<file path="src/rtl/psd_pkg.sv">
package psd_pkg;
  parameter int unsigned PSD_N_W     = 12;
  parameter int unsigned PSD_A_W     = 6;
  parameter int unsigned PSD_PRE_LOG = 6;
endpackage

</file>
<file path="src/rtl/psd_prescaler.sv">
module psd_prescaler #(
  parameter int unsigned PRE_LOG = psd_pkg::PSD_PRE_LOG
) (
  input  logic clk,
  input  logic rst_n,
  input  logic en,
  input  logic swallow,
  output logic term
);
  localparam int unsigned CW = PRE_LOG + 1;
  localparam logic [CW-1:0] LAST_BASE = CW'((1 << PRE_LOG) - 1);
  localparam logic [CW-1:0] LAST_SWAL = CW'(1 << PRE_LOG);

  logic [CW-1:0] cnt;
  logic [CW-1:0] last;

  assign last = swallow ? LAST_SWAL : LAST_BASE;
  assign term = en && (cnt == last);

  always_ff @(posedge clk or negedge rst_n) begin
    if (!rst_n)       cnt <= '0;
    else if (term)    cnt <= '0;
    else if (en)      cnt <= cnt + 1'b1;
  end

  // the count never passes the extended modulus
  p_pre_bound_r2: assert property (@(posedge clk) disable iff (!rst_n)
    cnt <= LAST_SWAL);

  // count frozen while disabled
  p_pre_hold_r7: assert property (@(posedge clk) disable iff (!rst_n)
    !en |=> $stable(cnt));
endmodule

</file>
<file path="src/rtl/psd_cycle_ctr.sv">
module psd_cycle_ctr #(
  parameter int unsigned N_W = psd_pkg::PSD_N_W,
  parameter int unsigned A_W = psd_pkg::PSD_A_W
) (
  input  logic           clk,
  input  logic           rst_n,
  input  logic           en,
  input  logic           pre_term,
  input  logic [N_W-1:0] n_in,
  input  logic [A_W-1:0] a_in,
  output logic           swallow,
  output logic           period_end
);
  logic [N_W-1:0] n_left;
  logic [A_W-1:0] a_left;

  assign swallow    = (a_left != '0);
  assign period_end = pre_term && (n_left == N_W'(1));

  always_ff @(posedge clk or negedge rst_n) begin
    if (!rst_n) begin
      n_left <= N_W'(1);
      a_left <= '0;
    end else if (pre_term) begin
      if (n_left == N_W'(1)) begin
        n_left <= n_in;
        a_left <= a_in;
      end else begin
        n_left <= n_left - 1'b1;
        if (a_left != '0) a_left <= a_left - 1'b1;
      end
    end
  end

  // the counters move only on a prescaler terminal, so new values wait for terminal count
  p_defer_r4: assert property (@(posedge clk) disable iff (!rst_n)
    !pre_term |=> ($stable(n_left) && $stable(a_left)));

  // no prescaler terminal while held
  p_no_term_hold_r7: assert property (@(posedge clk) disable iff (!rst_n)
    !en |-> !pre_term);
endmodule

</file>
<file path="src/rtl/psd_ratio_guard.sv">
module psd_ratio_guard #(
  parameter int unsigned N_W = psd_pkg::PSD_N_W,
  parameter int unsigned A_W = psd_pkg::PSD_A_W
) (
  input  logic           clk,
  input  logic           rst_n,
  input  logic           load,
  input  logic [N_W-1:0] n_in,
  input  logic [A_W-1:0] a_in,
  output logic           err
);
  localparam int unsigned CMP_W = (N_W > A_W) ? N_W : A_W;

  logic bad;
  assign bad = (CMP_W'(n_in) < CMP_W'(a_in)) || (n_in == '0);

  always_ff @(posedge clk or negedge rst_n) begin
    if (!rst_n)            err <= 1'b0;
    else if (load && bad)  err <= 1'b1;
  end

  // once raised the flag stays up until reset
  p_err_sticky_r6: assert property (@(posedge clk) disable iff (!rst_n)
    err |=> err);

  // the flag only rises on a terminal-count load
  p_err_cause_r6: assert property (@(posedge clk) disable iff (!rst_n)
    $rose(err) |-> $past(load));
endmodule

</file>
<file path="src/rtl/pulse_swallow_div.sv">
module pulse_swallow_div #(
  parameter int unsigned N_W     = psd_pkg::PSD_N_W,
  parameter int unsigned A_W     = psd_pkg::PSD_A_W,
  parameter int unsigned PRE_LOG = psd_pkg::PSD_PRE_LOG
) (
  input  logic           clk,
  input  logic           rst_n,
  input  logic           standby,
  input  logic [N_W-1:0] n_val,
  input  logic [A_W-1:0] a_val,
  output logic           div_pulse,
  output logic           ratio_err
);
  logic en;
  logic swallow;
  logic pre_term;
  logic period_end;
  logic pulse_r;

  assign en = !standby;

  psd_prescaler #(.PRE_LOG(PRE_LOG)) u_pre (
    .clk     (clk),
    .rst_n   (rst_n),
    .en      (en),
    .swallow (swallow),
    .term    (pre_term)
  );

  psd_cycle_ctr #(.N_W(N_W), .A_W(A_W)) u_ctr (
    .clk        (clk),
    .rst_n      (rst_n),
    .en         (en),
    .pre_term   (pre_term),
    .n_in       (n_val),
    .a_in       (a_val),
    .swallow    (swallow),
    .period_end (period_end)
  );

  psd_ratio_guard #(.N_W(N_W), .A_W(A_W)) u_guard (
    .clk   (clk),
    .rst_n (rst_n),
    .load  (period_end),
    .n_in  (n_val),
    .a_in  (a_val),
    .err   (ratio_err)
  );

  always_ff @(posedge clk or negedge rst_n) begin
    if (!rst_n) pulse_r <= 1'b0;
    else        pulse_r <= period_end;
  end

  assign div_pulse = pulse_r && !standby;

  // pulse is a single clock wide
  p_one_wide_r5: assert property (@(posedge clk) disable iff (!rst_n)
    div_pulse |=> !div_pulse);

  // the pulse register stays clear through standby
  p_quiet_r7: assert property (@(posedge clk) disable iff (!rst_n)
    standby |=> !pulse_r);
endmodule

</file>
<file path="config.mk">
export PLATFORM = sky130hd
export DESIGN_NAME = pulse_swallow_div
export DESIGN_NICKNAME = d
export VERILOG_FILES = /design/src/rtl/psd_pkg.sv /design/src/rtl/psd_prescaler.sv /design/src/rtl/psd_cycle_ctr.sv /design/src/rtl/psd_ratio_guard.sv /design/src/rtl/pulse_swallow_div.sv
export SDC_FILE = /design/constraint.sdc
export NUM_CORES = 1
export LEC_CHECK = 0
export BUFFER_PORTS_ARGS = -buffer_cell sky130_fd_sc_hd__buf_2
export CAP_MARGIN = 20
export CORE_AREA = 2 2 64 66
export CTS_CLUSTER_DIAMETER = 30
export DETAILED_ROUTE_END_ITERATION = 12
export DIE_AREA = 0 0 66 68
export MAX_ROUTING_LAYER = met4
export PLACE_DENSITY = 0.69
export SYNTH_ARGS = -nofsm -noshare
export SYNTH_HDL_FRONTEND = slang
export SYNTH_SLANG_ARGS = --single-unit
</file>
<file path="constraint.sdc">
create_clock -name clk -period 2.6 [get_ports clk]
set_input_delay 0.13 -clock clk [delete_from_list [all_inputs] [get_ports clk]]
set_output_delay 0.13 -clock clk [all_outputs]
set_load 0.02 [all_outputs]
</file>
==> flow_metrics.env, run 1 <==
export IMPL_power_leakage_uw=0.000956
export IMPL_cts_max_level=1
export IMPL_die_x_um=66
export IMPL_final_core_utilization_pct=54.7
export IMPL_yosysSeqAreaShare_pct=35.7
export IMPL_cp_slowest_cell="or4_2"
export IMPL_areaGrowthSynthToFinish_pct=11.4
export IMPL_synthArstFlopShare_pct=100
export IMPL_ys_types=55
export IMPL_synthCells=215
export IMPL_cap_violations=0
export IMPL_fmax_mhz=407
export IMPL_antenna_left=0
export IMPL_rsz0062_at_grt="false"
export IMPL_fp_dieH_um=68
export IMPL_clk_latency_ps=280
export IMPL_cts_resized=0
export IMPL_final_hold_viol_count=0
export IMPL_fill_cells=372
export IMPL_grt_pass1_vias=1491
export IMPL_core_area_um2=3860
export IMPL_rows=23
export IMPL_place_gp_congestion=0.856
export IMPL_gr_usage_all_layers_pct=21.4
export IMPL_antenna_found_initial=0
export IMPL_tritoncts="built"
export IMPL_finalSetupViolCount=0
export IMPL_ys_ff_latch=27
export IMPL_tns_ps=0
export IMPL_drc=0
export IMPL_dp_cells=286
export IMPL_p_per_area_nw_per_um2=518
export IMPL_max_stage_delay_ps=710
export IMPL_ys_flop_type="dfrtp_1"
export IMPL_vias_per_cell=5.81
export IMPL_path_class="reg -> reg"
export IMPL_peakVddDrop_uv=223
export IMPL_worstMarginPinSlew_ps=644
export IMPL_clkTransAtPathRegs_ps=100
export IMPL_grt_pass1_wl_um=7230
export IMPL_syn_nets=246
export IMPL_drv_slew=0
export IMPL_cp_required_ps=2800
export IMPL_slew_headroom_pct=57.1
export IMPL_io_pin_count=23
export IMPL_path_max_fanout=14
export IMPL_nets=273
export IMPL_hp_class="in -> reg"
export IMPL_avgSynthCellArea_um2=8.81
export IMPL_holdWs_ps=127
export IMPL_clock_tree_root_cell="clkbuf_8"
export IMPL_clock_sinks=27
export IMPL_initialDrtViolationCount=139
export IMPL_synthesis_area_um2=1890
export IMPL_dr_pass1_iters=4
export IMPL_crit_path_end_kind="register"
export IMPL_layout_min_cycle_time_ps=2460
export IMPL_via_count=1692
export IMPL_skew_ps=2.89
export IMPL_path_cells="or4_2 -> or4_4 -> a211oi_4 -> nor3_2 -> nor3_1"
export IMPL_gr_total_overflow=0
export IMPL_synth_edf_count=0
export IMPL_numCtsBuffers=3
export IMPL_start_util_pct=49.1
export IMPL_grt_start_max_net_pins=28
export IMPL_io_buffer_count=22
export IMPL_synth_warnings=0
export IMPL_critPathArrivalTime_ps=2660
export IMPL_dp_hpwl_um=3160
export IMPL_status="finished, final reports clean"
export IMPL_clk_path_buf_depth=2
export IMPL_routedWlPerCell_um=14.7
export IMPL_fin_cells=291
export IMPL_wl_um=4290
export IMPL_n_antenna_cell=0
export IMPL_layout_drive_gt1_share_pct=22.0
export IMPL_die_area_um2=4490
export IMPL_period_share_pct=94.6
export IMPL_cp_start_kind="register"
Yosys cell counts (2+ instances only):
| library cell | n | area share, % |
|---|---|---|
| or3_1 | 2 | 0.66 |
| o21ai_1 | 7 | 1.8 |
| nor3_1 | 10 | 2.6 |
| o211ai_1 | 2 | 0.79 |
| dfrtp_1 | 26 | 34 |
| nand2b_1 | 3 | 0.99 |
| o31ai_1 | 3 | 1.2 |
| inv_1 | 15 | 3.0 |
| a21oi_1 | 29 | 7.7 |
| nand3_1 | 7 | 1.8 |
| clkbuf_1 | 2 | 0.40 |
| or4_2 | 2 | 0.92 |
| nor4_2 | 2 | 1.3 |
| nor2_1 | 15 | 3.0 |
| o41ai_1 | 4 | 1.8 |
| nand2b_2 | 2 | 0.92 |
| buf_2 | 2 | 0.53 |
| nor4_1 | 5 | 1.7 |
| o21bai_1 | 2 | 0.79 |
| or4_4 | 3 | 1.8 |
| buf_6 | 3 | 1.8 |
| o21a_1 | 2 | 0.79 |
| o21ai_0 | 8 | 2.1 |
| ha_1 | 10 | 6.6 |
| nand2_1 | 17 | 3.4 |
| a32o_2 | 3 | 1.8 |
placed cells by master, fill, tap and decap left out, types with 2 or more instances in the layout:
| master | n |
|---|---|
| a21oi_1 | 29 |
| dfrtp_1 | 26 |
| buf_2 | 22 |
| nand2_1 | 17 |
| inv_1 | 15 |
| nor2_1 | 15 |
| nor3_1 | 10 |
| ha_1 | 10 |
| o21ai_0 | 8 |
| buf_4 | 8 |
| nand3_1 | 7 |
| o21ai_1 | 7 |
| nor4_1 | 5 |
| o41ai_1 | 4 |
| or4_4 | 3 |
| o31ai_1 | 3 |
| nand2b_1 | 3 |
| a32o_2 | 3 |
| clkbuf_8 | 3 |
| nand2b_2 | 2 |
| or3_1 | 2 |
| nor4_2 | 2 |
| or4_2 | 2 |
| o21bai_1 | 2 |
| o21a_1 | 2 |
| o211ai_1 | 2 |
worst max-delay path, delay by kind of cell, from the launching register on:
kind	cells	cell delay, ps
AOI/OAI and AO/OA	1	440
DFF	1	410
and+or+nand+nor	4	1530
final cells by class:
cell class                 instances  area (um^2)  share of cell area [%]
multi-input combinational        164         1090                    51.6
clock inverter                     1         5.00                   0.237
inverter                          15         56.3                    2.67
tap                               50         62.6                    2.96
clock buffer                       3         41.3                    1.96
sequential                        27          677                    32.1
timing repair buffer              31          180                    8.54
metal layers:
metal	GRT usage [%]	vias up	part of all wire (%)
li1	-	857	-
met1	30.5	793	50
met2	32.1	37	45
met3	2.47	5	3.8
met4	6.89	0	1.3
met5	-	-	0
sequential cells by signal, summed over array words and instances (netlist names):
signal and count:
u_ctr.a_left 6, u_ctr.n_left 12, u_pre.cnt 7, pulse_r 1, u_guard.err 1
through the flow:
| step | instance area [um^2] | worst slack [ps] | total power, uW |
|---|---|---|---|
| floorplan | 1890 | 402 | 758 |
| global placement | 2050 | 186 | 844 |
| detailed placement | 2050 | 146 | 847 |
| CTS | 2110 | 145 | 1100 |
| global route | 2110 | 57.3 | 1160 |
| finish | 2110 | 140 | 1090 |
timing repair:
action	CTS	global route
hold endpoints to repair	26	0
buffers inserted	0	0
hold buffers	1	0
worst paths after layout:
check | start | end | slack, ps | cells past startpoint
worst max-delay path | u_ctr.n_left[10]$_DFFE_PN0N_ | u_ctr.a_left[0]$_DFFE_PN0P_ | 140 | 5
worst min-delay path | a_val[2] | u_ctr.a_left[2]$_DFFE_PN0P_ | 130 | 3
worst max register to register | u_ctr.n_left[10]$_DFFE_PN0N_ | u_ctr.a_left[0]$_DFFE_PN0P_ | 140 | 5
worst min register to register | u_ctr.n_left[11]$_DFFE_PN0N_ | u_ctr.n_left[11]$_DFFE_PN0N_ | 500 | 1
max in group asynchronous | rst_n | u_ctr.a_left[4]$_DFFE_PN0P_ | 1790 | 2
min in group asynchronous | rst_n | u_ctr.n_left[6]$_DFFE_PN0N_ | 400 | 2
where the power goes:
part / leakage [uW] / internal [uW] / switching [uW]
sequential: 0.000349 / 473 / 81.5
clock: 0.0000255 / 108 / 141
combinational: 0.000582 / 129 / 160
total: 0.000956 / 710 / 383
kinds of logic (layout without fill, tap and decap cells):
| group | after synthesis | in the layout | synth area share (%) |
|---|---|---|---|
| flip-flops | 27 | 27 | 35.7 |
| AO/OA/AOI/OAI | 74 | 74 | 26.6 |
| adder cells (fa/ha/maj) | 10 | 10 | 6.61 |
| AND/OR/NAND/NOR | 77 | 77 | 22.8 |
| buffers and inverters | 24 | 50 | 6.80 |
| XOR/XNOR | 2 | 2 | 0.925 |
| multiplexers | 1 | 1 | 0.528 |
No activity file was read; power rests on OpenSTA's default activity.
==> run 2: changes to the inputs <==
CORE_AREA = 2 2 68 70   (was 2 2 64 66)
DIE_AREA = 0 0 70 72   (was 0 0 66 68)
PLACE_DENSITY = 0.66   (was 0.69)
clock period = 2.2 ns   (was 2.6 ns; I/O delays follow)
==> run 2 against run 1 <==
Net effect: the flow now finishes with violations (setup timing); sequential power grew 17%; count of clock-buffer cells in the layout grew 1; fmax grew 12%; clock skew grew 1.9 ps; final area grew 11%; die area grew 12%; sequential share of layout area shrank 3.1 points.
==> flow_metrics.env, run 2 (synthesis gave the netlist of run 1 again) <==
export IMPL_layout_setup_ws_ps=-2.06
export IMPL_nets=294
export IMPL_ff2ff_setup_slack_ps=-2
export IMPL_cp_top_family="simple AND/OR/NAND/NOR gates"
export IMPL_areaGrowthSynthToFinish_pct=23.4
export IMPL_n_antenna_cell=0
export IMPL_finalSetupViolCount=1
export IMPL_tns_ps=-2.06
export IMPL_path_cells="or4_4 -> or4_4 -> buf_6 -> and3_4 -> a32oi_1 -> o21a_1"
export IMPL_clkTransAtPathRegs_ps=100
export IMPL_fp_dieH_um=72
export IMPL_start_util_pct=44.4
export IMPL_slew_headroom_pct=59.7
export IMPL_rsz0062_at_grt="true"
export IMPL_io_pin_count=23
export IMPL_cp_start_kind="register"
export IMPL_routedWlPerCell_um=14.5
export IMPL_peakVddDrop_uv=253
export IMPL_clk_path_buf_depth=2
export IMPL_final_cell_mix="a21oi_1, dfrtp_1, buf_2"
export IMPL_cp_slowest_cell="or4_4"
export IMPL_r2r_start="u_ctr.n_left[4]$_DFFE_PN0N_"
export IMPL_min_to="u_ctr.n_left[0]$_DFFE_PN1N_"
export IMPL_largest_reg_flops=12
export IMPL_path_class="reg -> reg"
export IMPL_path_buf_inv=1
export IMPL_final_common_cell="a21oi_1"
export IMPL_reg2reg_depth=6
export IMPL_fill_cells=401
export IMPL_die_x_um=70
export IMPL_antenna_left=0
export IMPL_initialDrtViolationCount=133
export IMPL_io_buffer_count=22
export IMPL_critPathArrivalTime_ps=2430
export IMPL_dr_pass1_iters=4
export IMPL_wl_um=4560
export IMPL_hp_class="in -> reg"
export IMPL_rows=24
export IMPL_dp_cells=306
export IMPL_violations="setup timing"
export IMPL_drv_slew=0
export IMPL_grt_start_max_net_pins=28
export IMPL_numCtsBuffers=3
export IMPL_place_gp_congestion=0.890
export IMPL_via_count=1802
export IMPL_fmax_mhz=454
export IMPL_reg_top3="u_ctr.n_left x12, u_pre.cnt x7, u_ctr.a_left x6"
export IMPL_worstHoldStart="n_val[0]"
export IMPL_clock_sinks=27
export IMPL_path_max_fanout=5
export IMPL_vias_per_cell=5.74
export IMPL_power_leakage_uw=0.00108
export IMPL_grt_pass1_vias=1673
export IMPL_gr_usage_all_layers_pct=19.3
export IMPL_clk_latency_ps=280
export IMPL_crit_path_frequent_cell="or4_4"
export IMPL_layout_min_cycle_time_ps=2200
export IMPL_max_stage_delay_ps=590
export IMPL_cts_max_level=1
export IMPL_startpoint="u_ctr.n_left[4]$_DFFE_PN0N_"
export IMPL_cp_required_ps=2430
export IMPL_largest_register="u_ctr.n_left"
export IMPL_layout_drive_gt1_share_pct=31.3
export IMPL_tritoncts="built"
export IMPL_gr_total_overflow=0
export IMPL_die_area_um2=5040
export IMPL_cap_violations=0
export IMPL_core_area_um2=4260
export IMPL_fin_cells=314
export IMPL_whs_path_depth=3
export IMPL_skew_ps=4.82
export IMPL_p_per_area_nw_per_um2=582
export IMPL_final_hold_viol_count=0
export IMPL_period_share_pct=100
export IMPL_clock_tree_root_cell="clkbuf_8"
export IMPL_worstMarginPinSlew_ps=604
export IMPL_dp_hpwl_um=3210
export IMPL_antenna_found_initial=0
export IMPL_fin_total_pwr_uw=1360
export IMPL_grt_pass1_wl_um=7650
export IMPL_r2r_end="u_ctr.a_left[4]$_DFFE_PN0P_"
export IMPL_crit_path_end_kind="register"
export IMPL_final_core_utilization_pct=54.8
export IMPL_status="finished, violations left"
export IMPL_drc=0
## run 2: what timing repair did
item	4_1_cts	5_1_grt
hold endpoints to repair	26	0
hold buffers	1	0
setup endpoints to repair	13	16
resized for setup	4	14
setup buffers	1	0
pin swaps	3	4
cloned	1	1
## run 2: tightest hold or removal path: cells and delay by family
kind / cells / cell delay, ps
buffers and inverters: 1 / 120
and+or+nand+nor: 1 / 110
AOI/OAI and AO/OA: 1 / 70
## run 2: power by group
part,internal (uW),switching (uW),total [uW]
Clock,131,169,300
Combinational,192,217,410
Sequential,559,92.3,651
Total,882,479,1360
## run 2: worst max-delay path by stage
stage	endpoint	slack [ps]	cells past startpoint
floorplan	u_ctr.n_left[1]$_DFFE_PN0N_	2	6
finish	u_ctr.a_left[4]$_DFFE_PN0P_	-2	6
CTS	u_ctr.a_left[4]$_DFFE_PN0P_	-4	6
global route	u_ctr.a_left[4]$_DFFE_PN0P_	-80	6
global placement	u_ctr.a_left[4]$_DFFE_PN0P_	-70	6
detailed placement	u_ctr.a_left[4]$_DFFE_PN0P_	-110	6
## run 2: final cells by class
type	count	area [um^2]	area share, %
sequential	27	677	28.9
inverter	15	56.3	2.41
tap	52	65.1	2.78
multi-input combinational	164	1140	48.9
timing repair buffer	52	352	15.0
clock buffer	4	45.0	1.93
## run 2: stage by stage
step	hold WS (ps)	cell area, um^2	setup WS (ps)
floorplan	-186	1890	2.32
global placement	162	2190	-73.2
detailed placement	163	2190	-110
CTS	109	2270	-3.56
global route	130	2340	-78.4
finish	119	2340	-2.06
## run 2: layer usage
metal / GRT usage, % / part of all wire [%]
met5: - / 0
met3: 0.972 / 2.6
met1: 24.5 / 46
met2: 32.5 / 49
met4: 8.12 / 2.9
==> run 3: changes to the inputs <==
SKIP_CTS_REPAIR_TIMING = 1   (was unset)
==> run 3 against run 2 <==
Net effect: the run still ends with setup timing left; critical endpoint is now u_ctr.a_left[5]$_DFFE_PN0P_; die area stayed put; utilization is 0.62 points higher; sequential power hardly changed; largest cell class unchanged; critical path type unchanged; count of clock-buffer cells in the layout stayed put; hold slack worse by 7.3 ps.
==> flow_metrics.env, run 3 (synthesis gave the netlist of run 1 again) <==
export IMPL_gr_usage_all_layers_pct=18.7
export IMPL_clock_sinks=27
export IMPL_final_common_cell="a21oi_1"
export IMPL_tritoncts="built"
export IMPL_layout_drive_gt1_share_pct=31.9
export IMPL_cp_start_kind="register"
export IMPL_dp_hpwl_um=3210
export IMPL_clk_latency_ps=280
export IMPL_clock_tree_root_cell="clkbuf_8"
export IMPL_drv_slew=0
export IMPL_grt_pass1_vias=1632
export IMPL_gr_total_overflow=0
export IMPL_path_class="reg -> reg"
export IMPL_clkTransAtPathRegs_ps=90
export IMPL_core_area_um2=4260
export IMPL_fill_cells=398
export IMPL_areaGrowthSynthToFinish_pct=24.8
export IMPL_grt_start_max_net_pins=28
export IMPL_period_share_pct=100
export IMPL_numCtsBuffers=3
export IMPL_vias_per_cell=5.71
export IMPL_hp_class="in -> reg"
export IMPL_layout_min_cycle_time_ps=2210
export IMPL_worstMarginPinSlew_ps=619
export IMPL_holdWs_ps=111
export IMPL_placed_area_um2=2190
export IMPL_io_buffer_count=22
export IMPL_status="finished, violations left"
export IMPL_via_count=1798
export IMPL_die_area_um2=5040
export IMPL_critPathArrivalTime_ps=2430
export IMPL_p_per_area_nw_per_um2=575
export IMPL_reg_top3="u_ctr.n_left x12, u_pre.cnt x7, u_ctr.a_left x6"
export IMPL_power_leakage_uw=0.00109
export IMPL_finalInstanceArea_um2=2360
export IMPL_io_pin_count=23
export IMPL_clk_path_buf_depth=2
export IMPL_crit_path_end_kind="register"
export IMPL_rows=24
export IMPL_fp_dieH_um=72
export IMPL_antenna_left=0
export IMPL_routedWlPerCell_um=14.4
export IMPL_die_x_um=70
export IMPL_drc=0
export IMPL_layout_setup_ws_ps=-10.6
export IMPL_cap_violations=0
export IMPL_rsz0062_at_grt="true"
export IMPL_cp_required_ps=2420
export IMPL_peakVddDrop_uv=255
export IMPL_final_cell_mix="a21oi_1, dfrtp_1, buf_4"
export IMPL_finalSetupViolCount=4
export IMPL_wl_um=4520
export IMPL_path_max_fanout=5
export IMPL_violations="setup timing"
export IMPL_n_antenna_cell=0
export IMPL_antenna_found_initial=0
export IMPL_largest_register="u_ctr.n_left"
export IMPL_regArea_um2=677
export IMPL_multiInputGateArea_um2=1150
export IMPL_grt_pass1_wl_um=7460
export IMPL_largest_reg_flops=12
export IMPL_nets=295
export IMPL_start_util_pct=44.4
export IMPL_skew_ps=1.17
export IMPL_slew_headroom_pct=58.7
export IMPL_dr_pass1_iters=4
export IMPL_fmax_mhz=452
export IMPL_cts_max_level=1
export IMPL_final_hold_viol_count=0
export IMPL_place_gp_congestion=0.890
export IMPL_initialDrtViolationCount=135
==> run 3: cell count changes in the layout (fill, tap and decap cells not counted), sizes merged <==
cell / delta
clkbuf: +1
==> run 3: area by class of cell <==
type / instances / share of cell area (%)
Clock buffer: 4 / 1.90
Inverter: 15 / 2.38
Multi-Input combinational cell: 164 / 48.5
Sequential cell: 27 / 28.6
Tap cell: 52 / 2.75
Timing Repair Buffer: 53 / 15.9
==> run 3: critical path: stages (launching register included) <==
cell	delay, ps
dfrtp_1	390
or4_4	540
or4_4	600
buf_8	160
buf_4	130
a32o_2	250
nor2_1	80
==> run 3: metal layers <==
layer / up-vias / track usage (%) / wire, um
li1: 895 / - / -
met1: 857 / 24.1 / 2060
met2: 39 / 31.1 / 2270
met3: 7 / 0.972 / 98
met4: 0 / 8.12 / 91
met5: - / - / 0
==> run 3: path summary, 6_finish.rpt <==
path,slack (ps),endpoint,depth (start not counted),startpoint
min in group asynchronous,370,u_ctr.n_left[8]$_DFFE_PN0N_,2,rst_n
max,-10,u_ctr.a_left[5]$_DFFE_PN0P_,6,u_ctr.n_left[7]$_DFFE_PN0N_
max reg2reg,-10,u_ctr.a_left[5]$_DFFE_PN0P_,6,u_ctr.n_left[7]$_DFFE_PN0N_
min,110,u_ctr.n_left[0]$_DFFE_PN1N_,3,n_val[0]
max in group asynchronous,1430,u_pre.cnt[1]$_DFFE_PN0P_,2,rst_n
min reg2reg,530,u_ctr.a_left[4]$_DFFE_PN0P_,1,u_ctr.a_left[4]$_DFFE_PN0P_
==> run 3: through the flow <==
step | setup TNS (ps) | util (%) | std cells | power (uW) | setup WS (ps)
3_5_place_dp | -577 | 51.4 | 306 | 1030 | -110
2_1_floorplan | 0 | - | 215 | 895 | 2.32
3_3_place_gp | -231 | 51.4 | 306 | 1020 | -73.2
4_1_cts | -829 | 52.5 | 310 | 1330 | -134
5_1_grt | -925 | 55.5 | 315 | 1450 | -121
6_report | -18.5 | 55.5 | 315 | 1360 | -10.6
==> run 3: where the power goes <==
part	internal [uW]	switching, uW
Sequential	559	91.6
Clock	130	165
Combinational	197	216
Total	887	473
